<file path="src/rtl/refbank_pkg.sv">
package refbank_pkg;
    localparam int ADDR_W = 5;
    localparam int DATA_W = 10;
    localparam int WORD_W = 1 + ADDR_W + DATA_W;

    typedef struct packed {
        logic              test;
        logic [ADDR_W-1:0] addr;
        logic [DATA_W-1:0] data;
    } cmd_t;

    typedef struct packed {
        logic level;
        logic rise;
        logic fall;
    } sync_sig_t;

    function automatic cmd_t decode_word(input logic [WORD_W-1:0] w);
        return cmd_t'(w);
    endfunction
endpackage

</file>
<file path="src/rtl/refbank_sync.sv">
module refbank_sync
    import refbank_pkg::*;
#(
    parameter int   STAGES  = 2,
    parameter logic RST_VAL = 1'b0
) (
    input  logic      clk,
    input  logic      rst,
    input  logic      din,
    output sync_sig_t sig
);
    logic [STAGES:0] pipe;

    always_ff @(posedge clk) begin
        if (rst) pipe <= {(STAGES+1){RST_VAL}};
        else     pipe <= {pipe[STAGES-1:0], din};
    end

    always_comb begin
        sig.level = pipe[STAGES-1];
        sig.rise  = pipe[STAGES-1] & ~pipe[STAGES];
        sig.fall  = ~pipe[STAGES-1] & pipe[STAGES];
    end
endmodule

</file>
<file path="src/rtl/refbank_shifter.sv">
module refbank_shifter
    import refbank_pkg::*;
(
    input  logic              clk,
    input  logic              rst,
    input  sync_sig_t         sclk_s,
    input  sync_sig_t         en_s,
    input  logic              sdi_s,
    output logic [WORD_W-1:0] word,
    output logic              full,
    output logic              sdo
);
    localparam int CNT_W = $clog2(WORD_W + 1);

    logic [CNT_W-1:0] cnt;
    logic             active;

    assign active = ~en_s.level;

    always_ff @(posedge clk) begin
        if (rst) begin
            word <= '0;
            cnt  <= '0;
            sdo  <= 1'b0;
        end else begin
            if (en_s.fall) begin
                cnt <= '0;
            end else if (active && sclk_s.rise) begin
                word <= {word[WORD_W-2:0], sdi_s};
                if (cnt != CNT_W'(WORD_W)) cnt <= cnt + 1'b1;
            end
            if (active && sclk_s.fall) sdo <= word[WORD_W-1];
        end
    end

    assign full = (cnt == CNT_W'(WORD_W));

    AST_CNT_BOUND: assert property (@(posedge clk) disable iff (rst)
        cnt <= CNT_W'(WORD_W));
    AST_SDO_HOLD: assert property (@(posedge clk) disable iff (rst)
        !(active && sclk_s.fall) |=> $stable(sdo));
    AST_WORD_HOLD_IDLE: assert property (@(posedge clk) disable iff (rst)
        en_s.level |=> $stable(word));
endmodule

</file>
<file path="src/rtl/refbank_bank.sv">
module refbank_bank
    import refbank_pkg::*;
#(
    parameter int N_CH = 18
) (
    input  logic                         clk,
    input  logic                         rst,
    input  logic                         commit,
    input  logic                         full,
    input  cmd_t                         cmd,
    output logic [N_CH-1:0][DATA_W-1:0]  vals,
    output logic [N_CH-1:0]              strobe
);
    logic accept;

    assign accept = commit && full && !cmd.test && (int'(cmd.addr) < N_CH);

    for (genvar i = 0; i < N_CH; i++) begin : g_ch
        logic wr;
        assign wr = accept && (int'(cmd.addr) == i);

        always_ff @(posedge clk) begin
            if (rst) begin
                vals[i]   <= '0;
                strobe[i] <= 1'b0;
            end else begin
                strobe[i] <= wr;
                if (wr) vals[i] <= cmd.data;
            end
        end

        AST_NO_SILENT_WRITE: assert property (@(posedge clk) disable iff (rst)
            (vals[i] != $past(vals[i])) |-> strobe[i]);
    end

    AST_STROBE_ONEHOT: assert property (@(posedge clk) disable iff (rst)
        $onehot0(strobe));
    AST_STROBE_PULSE: assert property (@(posedge clk) disable iff (rst)
        (|strobe) |=> !(|strobe));
endmodule

</file>
<file path="src/rtl/refbank_serial_top.sv">
module refbank_serial_top
    import refbank_pkg::*;
#(
    parameter int N_CH        = 18,
    parameter int SYNC_STAGES = 2
) (
    input  logic                         clk,
    input  logic                         rst,
    input  logic                         sclk,
    input  logic                         sdi,
    input  logic                         en_n,
    output logic                         sdo,
    output logic [N_CH-1:0][DATA_W-1:0]  chan_val,
    output logic [N_CH-1:0]              upd_strobe
);
    sync_sig_t         sclk_s, en_s, sdi_s;
    logic [WORD_W-1:0] word;
    logic              full;
    cmd_t              cmd;

    refbank_sync #(.STAGES(SYNC_STAGES), .RST_VAL(1'b0)) u_sync_sclk (
        .clk(clk), .rst(rst), .din(sclk), .sig(sclk_s));
    refbank_sync #(.STAGES(SYNC_STAGES), .RST_VAL(1'b1)) u_sync_en (
        .clk(clk), .rst(rst), .din(en_n), .sig(en_s));
    refbank_sync #(.STAGES(SYNC_STAGES), .RST_VAL(1'b0)) u_sync_sdi (
        .clk(clk), .rst(rst), .din(sdi), .sig(sdi_s));

    refbank_shifter u_shift (
        .clk(clk), .rst(rst), .sclk_s(sclk_s), .en_s(en_s), .sdi_s(sdi_s.level),
        .word(word), .full(full), .sdo(sdo));

    assign cmd = decode_word(word);

    refbank_bank #(.N_CH(N_CH)) u_bank (
        .clk(clk), .rst(rst), .commit(en_s.rise), .full(full), .cmd(cmd),
        .vals(chan_val), .strobe(upd_strobe));

    AST_STROBE_AFTER_COMMIT: assert property (@(posedge clk) disable iff (rst)
        (|upd_strobe) |-> $past(en_s.rise));
    AST_STROBE_VALID_ADDR: assert property (@(posedge clk) disable iff (rst)
        (|upd_strobe) |-> ($past(int'(cmd.addr)) < N_CH && !$past(cmd.test)));
endmodule

</file>
<file path="config.mk">
export PLATFORM = sky130hd
export DESIGN_NAME = refbank_serial_top
export DESIGN_NICKNAME = d
export VERILOG_FILES = /design/src/rtl/refbank_pkg.sv /design/src/rtl/refbank_sync.sv /design/src/rtl/refbank_shifter.sv /design/src/rtl/refbank_bank.sv /design/src/rtl/refbank_serial_top.sv
export SDC_FILE = /design/constraint.sdc
export NUM_CORES = 1
export LEC_CHECK = 0
export BUFFER_PORTS_ARGS = -buffer_cell sky130_fd_sc_hd__buf_2
export CORE_UTILIZATION = 26
export CTS_CLUSTER_SIZE = 40
export DETAILED_ROUTE_END_ITERATION = 8
export GPL_ROUTABILITY_DRIVEN = 0
export PLACE_DENSITY = 0.52
export SLEW_MARGIN = 40
export SYNTH_ARGS = -nofsm -noshare
export SYNTH_HDL_FRONTEND = slang
export SYNTH_SLANG_ARGS = --single-unit
</file>
<file path="constraint.sdc">
create_clock -name clk -period 3.6 [get_ports clk]
set_clock_uncertainty 0.1 [all_clocks]
set_input_delay 0.36 -clock clk [delete_from_list [all_inputs] [get_ports clk]]
set_output_delay 0.36 -clock clk [all_outputs]
set_load 0.1 [all_outputs]
</file>
==> results of run 1 <==
synthesized netlist by cell type (2+ instances only):
master      n
or4_1       2
buf_2      23
dfxtp_1   228
nor3b_1     5
a21oi_1    21
nand4_1    20
nor4b_1     2
mux2i_1   181
nor4bb_1    2
o21ai_0     4
or2_2       3
inv_1       5
ha_1        2
and4_1      2
nand3_1     3
clkbuf_1   42
nor2_1     21
nor2b_1     9
nand2_1   223
placed cells by master (no fill, tap or decap), drive strengths merged, types with 2 or more instances in the layout:
cell,instances
ha,2
mux2i,181
nor2,21
o21ai,4
nand4,21
clkinv,8
nor3b,6
clkbuf,37
a21oi,21
nand3,3
and4,2
dfxtp,228
or2,3
dlygate4sd3,3
or4,2
buf,220
nor2b,9
inv,6
nor4bb,2
nor4b,4
nand2,223
power by group:
group / total, mW / internal [mW] / switching (mW)
logic: 0.0611 / 0.0115 / 0.0496
registers: 2.53 / 2.53 / 0.00350
clock network: 2.63 / 1.54 / 1.09
flip-flops by register name (all words and copies together), names as in the netlist:
| register | flops |
|---|---|
| u_bank.strobe | 18 |
| u_bank.vals | 180 |
| u_shift.cnt | 5 |
| u_shift.sdo | 1 |
| u_shift.word | 16 |
| u_sync_en.pipe | 3 |
| u_sync_sclk.pipe | 3 |
| u_sync_sdi.pipe | 2 |
per-layer routing:
layer | global-route usage [%] | share of wire, %
met3 | 3.00 | 6.1
met5 | 0 | 0
met2 | 24.5 | 45
met1 | 19.9 | 47
met4 | 4.28 | 1.8
critical path, stage by stage, from the launching register on:
cell and delay (ns):
dfxtp_1 0.50, nor4b_4 0.62, nand4_1 0.78, mux2i_1 0.36
area by class of cell:
cell class	count	area [um^2]	area share, %
Inverter	5	23.8	0.226
Clock buffer	37	793	7.55
Clock inverter	10	71.3	0.678
Timing Repair Buffer	223	1190	11.3
Tap cell	396	495	4.71
Sequential cell	228	4560	43.4
Multi-Input combinational cell	512	3370	32.1
repair_timing:
item	CTS	global route
hold buffers	3	0
endpoints found under the hold margin	3	0
setup endpoints to repair	0	0
cells by family (layout without fill, tap and decap cells):
group | Yosys count | count (layout) | synth area share (%)
AO/OA/AOI/OAI | 27 | 27 | 1.71
multiplexers | 181 | 181 | 22.1
AND/OR/NAND/NOR | 302 | 302 | 16.5
flip-flops | 228 | 228 | 55.7
adder cells (fa/ha/maj) | 2 | 2 | 0.305
buffers and inverters | 72 | 275 | 3.71
through the flow:
step | instance area, um^2 | setup slack, ns | cells | hold slack [ns]
final | 10500 | 1.16 | 1411 | 0.311
after floorplan | 8200 | 1.87 | 812 | 0.289
after global routing | 10500 | 0.863 | 1411 | 0.331
after global placement | 9580 | 1.13 | 1359 | 0.299
after detailed placement | 9620 | 1.13 | 1361 | 0.295
after CTS | 10500 | 1.15 | 1411 | 0.328
path summary, 6_finish.rpt:
kind / depth (start not counted) / endpoint
worst min register to register: 1 / u_sync_en.pipe[1]
worst min-delay path: 4 / u_bank.vals[31]
worst max register to register: 3 / u_bank.vals[112]
worst max-delay path: 3 / u_bank.vals[112]
==> key figures, run 1 <==
Run status
  – Status: finished, violations left
  – Failing checks: DRC

Yosys
  – Mapped Avg Cell Area: 10.1 um^2
  – Number of synthesized flops with an enable pin: 0
  – Yosys Warn Count: 0
  – Syn Nets: a little over 800
  – Synth cell types: 33
  – Seq cells post-synth: approximately 230
  – Async set-reset flop share out of synthesis: 0%
  – Post-synthesis cell count: ~810
  – Post-synth top area share: 55.7%
  – Primary FF master, synth: dfxtp_1
  – Post-synthesis sequential area ratio: between 50% and 60%
  – Syn Std Cell Area: ~0.0082 mm^2
  – Cell taking the most area after synthesis: dfxtp_1
  – Area contributors post-synth: dfxtp_1 56%, mux2i_1 22%, nand2_1 10%, clkbuf_1 1.9%, nand4_1 1.5%

Global routing
  – Largest net degree at the start of global routing: between 100 and 150
  – Antenna violations before repair: 0
  – First-pass GRT wire length: 37.5 mm
  – Overflow after GRT: 0
  – Tot GR Track Use: ~15%
  – Number of global-route vias before repair: around 6000

Clock network
  – # H-tree levels: 1
  – CTS root buf: clkbuf_16
  – Clock tree buffer depth: 3
  – TritonCTS buffer count: 27
  – CTS clock-pin slew for the worst setup and hold paths: approximately 0.06 ns
  – Clock tree sinks: 228
  – Clk_lat worst skew: 0.54 ns
  – CTS tree: yes
  – Postcts setup bufs: 0
  – Post-CTS sizing: 0

Critical path
  – RR Startpoint: u_sync_en.pipe[1]
  – CP required: roughly 4.0 ns
  – Setup crit start: u_sync_en.pipe[1]
  – CP arrival: around 2.8 ns
  – Reg2reg setup slack: 1.16 ns
  – Critical path class: reg2reg
  – CP max FO: 13
  – CP Launch Type: flip-flop
  – CP Capture Type: flip-flop

Place
  – Dpl hpwl: between 15 and 20 mm
  – # port buffers: ~200

STA
  – Min Clock Period, post-route: ~2.4 ns
  – Final setup viols: 0
  – Period utilisation layout: between 60% and 70%
  – Slew @ Worst Pin: between 0.8 and 0.9 ns
  – Slew Viols, Final: 0
  – RSZ-0062 raised after global routing: no
  – Max-slew headroom: roughly 42%
  – Final hold viol count: 0
  – Fmax: approximately 410 MHz
  – Setup TNS: 0 ns

Worst hold path
  – Hold Startpoint: rst
  – Worst Hold Class: in2reg

Cells and area
  – Final Core Density: between 30% and 40%
  – Nets@finish: between 1000 and 1500
  – Ratio of cells with drive above 1 in the final layout: approximately 28%
  – Layout area overhead: 28.2%
  – Filler instances: 3143
  – Antenna Diode Count: 0

Job
  – Maxcap violations: 0

Power and ir drop
  – Static Leak: approximately 5.5 nW
  – Final Power: 5.22 mW
  – PwrDens: about 500 mW/mm^2
  – Peak supply drop: about 0.00037 V

Routing
  – Post-Route WL: 24.8 mm
  – Vias: 6277
  – Vias per cell: between 4 and 5
  – Drt pass-1 iters: 6
  – Initial drt markers: 326
  – Antenna-violating nets left: 0
  – Wire length per cell: about 18 um
  – Residual DRC: 16

Floorplanning
  – Initial Util: 26.6%
  – I/O Pins: 204
  – Die area: roughly 0.032 mm^2
  – Die W: 180 um
  – DIE HEIGHT: about 180 um
  – Row count: 64
  – Core area: just over 0.03 mm^2
No activity file was read; power rests on OpenSTA's default activity.
==> inputs of run 2 (changes only) <==
Clock period 3.6 ns to 2.3 ns, I/O delays scaled along.
==> run 2 against run 1 <==
The run still ends with DRC left. Via count up 0.21%. Sequential power up 57%. Flip-flop and latch count unchanged. Total power up 59%. Cell count up 1.4%. Setup slack worse by 0.93 ns. Die area unchanged. Register-to-register slack worse by 0.93 ns. Sequential share of layout area down 0.67 points. Critical endpoint is now u_bank.vals[113]. Largest cell class unchanged.
==> key figures, run 2 (synthesis gave the netlist of run 1 again) <==
Power and ir drop
  – Static Leak: 5.60 nW (was 5.51 nW)
  – Peak supply drop: 0.000575 V (was 0.000371 V)
  – Final Power: 8.31 mW (was 5.22 mW)
  – PwrDens: 778 mW/mm^2 (was 496 mW/mm^2)

STA
  – Slew @ Worst Pin: 0.654 ns (was 0.863 ns)
  – Max-slew headroom: 56.4% (was 42.3%)
  – Fmax: 484 MHz (was 410 MHz)
  – Final setup viols: 0 (unchanged)
  – Period utilisation layout: 89.8% (was 67.8%)
  – Setup TNS: 0 ns (unchanged)
  – Final hold viol count: 0 (unchanged)
  – RSZ-0062 raised after global routing: no (unchanged)
  – Worst hold slack: 0.0929 ns (was 0.311 ns)
  – Min Clock Period, post-route: 2.07 ns (was 2.44 ns)
  – Slew Viols, Final: 0 (unchanged)

Routing
  – Residual DRC: 16 (unchanged)
  – Initial drt markers: 273 (was 326)
  – Vias per cell: 4.40 (was 4.45)
  – Wire length per cell: 17.1 um (was 17.6 um)
  – Drt pass-1 iters: 7 (was 6)
  – Post-Route WL: 24.5 mm (was 24.8 mm)
  – Vias: 6290 (was 6277)
  – Antenna-violating nets left: 0 (unchanged)

Critical path
  – Reg-to-Reg End: u_bank.vals[113] (was u_bank.vals[112])
  – CP arrival: 2.37 ns (was 2.79 ns)
  – CP Launch Type: flip-flop (unchanged)
  – CP Capture Type: flip-flop (unchanged)
  – CP required: 2.60 ns (was 3.95 ns)
  – R2R depth: 7 (was 3)
  – Critical path class: reg2reg (unchanged)
  – RR Startpoint: u_shift.cnt[0] (was u_sync_en.pipe[1])
  – CP max FO: 14 (was 13)
  – Reg2reg setup slack: 0.23 ns (was 1.16 ns)

Clock network
  – Clock tree buffer depth: 3 (unchanged)
  – Postcts setup bufs: 0 (unchanged)
  – Clock tree sinks: 228 (unchanged)
  – CTS clock-pin slew for the worst setup and hold paths: 0.06 ns (about the same)
  – Clk_lat worst skew: 0.54 ns (about the same)
  – CTS root buf: clkbuf_16 (unchanged)
  – TritonCTS buffer count: 27 (unchanged)
  – CTS tree: yes (unchanged)
  – # H-tree levels: 1 (unchanged)

Cells and area
  – Biggest regs: u_bank.vals x180, u_bank.strobe x18, u_shift.word x16 (unchanged)
  – Commonest cells after routing, fill and taps aside: 228 x dfxtp_1, 221 x nand2_1, 203 x buf_2 (was 228 x dfxtp_1, 215 x nand2_1, 203 x buf_2)
  – Final instance area: 0.0107 mm^2 (was 0.0105 mm^2)
  – Final Core Density: 34.6% (was 34.1%)
  – Commonest non-fill, non-tap cell in the layout: dfxtp_1 (unchanged)
  – Ratio of cells with drive above 1 in the final layout: 28.1% (was 27.8%)
  – Nets@finish: 1021 (was 1004)
  – Antenna Diode Count: 0 (unchanged)
  – Biggest register: u_bank.vals (unchanged)
  – Layout area overhead: 30.2% (was 28.2%)
  – Max FFs per register: 180 (unchanged)
  – Filler instances: 3202 (was 3143)

Job
  – Maxcap violations: 0 (unchanged)

Worst hold path
  – Worst Hold Class: in2reg (unchanged)
  – Hold Startpoint: rst (unchanged)
  – Hold path depth: 4 (unchanged)
  – Hold Crit Endpoint: u_bank.vals[15] (was u_bank.vals[31])

Run status
  – Status: finished, violations left (unchanged)
  – Failing checks: DRC (unchanged)

Global routing
  – Largest net degree at the start of global routing: 74 (was 105)
  – Tot GR Track Use: 15.0% (about the same)
  – Antenna violations before repair: 0 (unchanged)
  – Number of global-route vias before repair: 6221 (was 5991)
  – Overflow after GRT: 0 (unchanged)
  – First-pass GRT wire length: 37.8 mm (was 37.5 mm)

Floorplanning
  – Core area: 0.0308 mm^2 (unchanged)
  – DIE HEIGHT: 180 um (unchanged)
  – Die area: 0.0322 mm^2 (unchanged)
  – Initial Util: 26.6% (unchanged)
  – Die W: 180 um (unchanged)
  – I/O Pins: 204 (unchanged)
  – Row count: 64 (unchanged)

Place
  – Placed Area: 0.00975 mm^2 (was 0.00962 mm^2)
  – # port buffers: 203 (unchanged)
  – Dpl hpwl: 16.2 mm (was 16.1 mm)
## run 2: cell type report
type / instances / area, um^2 / area share [%]
tap: 396 / 495 / 4.64
inverter: 5 / 23.8 / 0.223
sequential: 228 / 4560 / 42.7
clock buffer: 38 / 757 / 7.09
clock inverter: 12 / 135 / 1.27
multi-input combinational: 512 / 3350 / 31.4
timing repair buffer: 240 / 1350 / 12.7
## run 2: per-stage QoR
stage / setup slack, ns / cells
4_1_cts: 0.234 / 1431
5_1_grt: 0.0408 / 1431
2_1_floorplan: 0.571 / 812
3_3_place_gp: 0.239 / 1378
6_report: 0.234 / 1431
3_5_place_dp: 0.240 / 1378
## run 2: timing repair
action                                 in CTS  in global routing
hold buffers                                3                  0
gates resized for setup                     0                  0
endpoints found under the hold margin       3                  0
## run 2: worst max path at each step
| stage | slack [ns] | start | endpoint |
|---|---|---|---|
| 2_1_floorplan | 0.57 | u_shift.cnt[0] | u_bank.vals[150] |
| 3_3_place_gp | 0.24 | u_shift.cnt[0] | u_bank.vals[113] |
| 3_5_place_dp | 0.24 | u_shift.cnt[0] | u_bank.vals[113] |
| 4_1_cts | 0.23 | u_shift.cnt[0] | u_bank.vals[113] |
| 5_1_grt | 0.04 | u_shift.cnt[0] | u_bank.vals[118] |
| 6_report | 0.23 | u_shift.cnt[0] | u_bank.vals[113] |
## run 2: power by group
part           internal (mW)  total [mW]  switching (mW)
sequential              3.96        3.96         0.00513
combinational         0.0205      0.0980          0.0775
clock                   2.54        4.25            1.71
total                   6.51        8.31            1.80
## run 2: metal layers
metal / up-vias / GRT usage (%) / wire, um
met5: - / 0 / 0
met4: 0 / 3.93 / 502
met3: 32 / 4.46 / 1900
met2: 169 / 24.7 / 11300
met1: 2977 / 19.0 / 10700
li1: 3112 / - / -
## run 2: critical path: stages (launching register included)
cell and delay [ns]:
dfxtp_1 0.33, inv_1 0.08, ha_1 0.16, nor4bb_4 0.54, buf_12 0.22, nand4_1 0.13, buf_4 0.25, mux2i_1 0.13
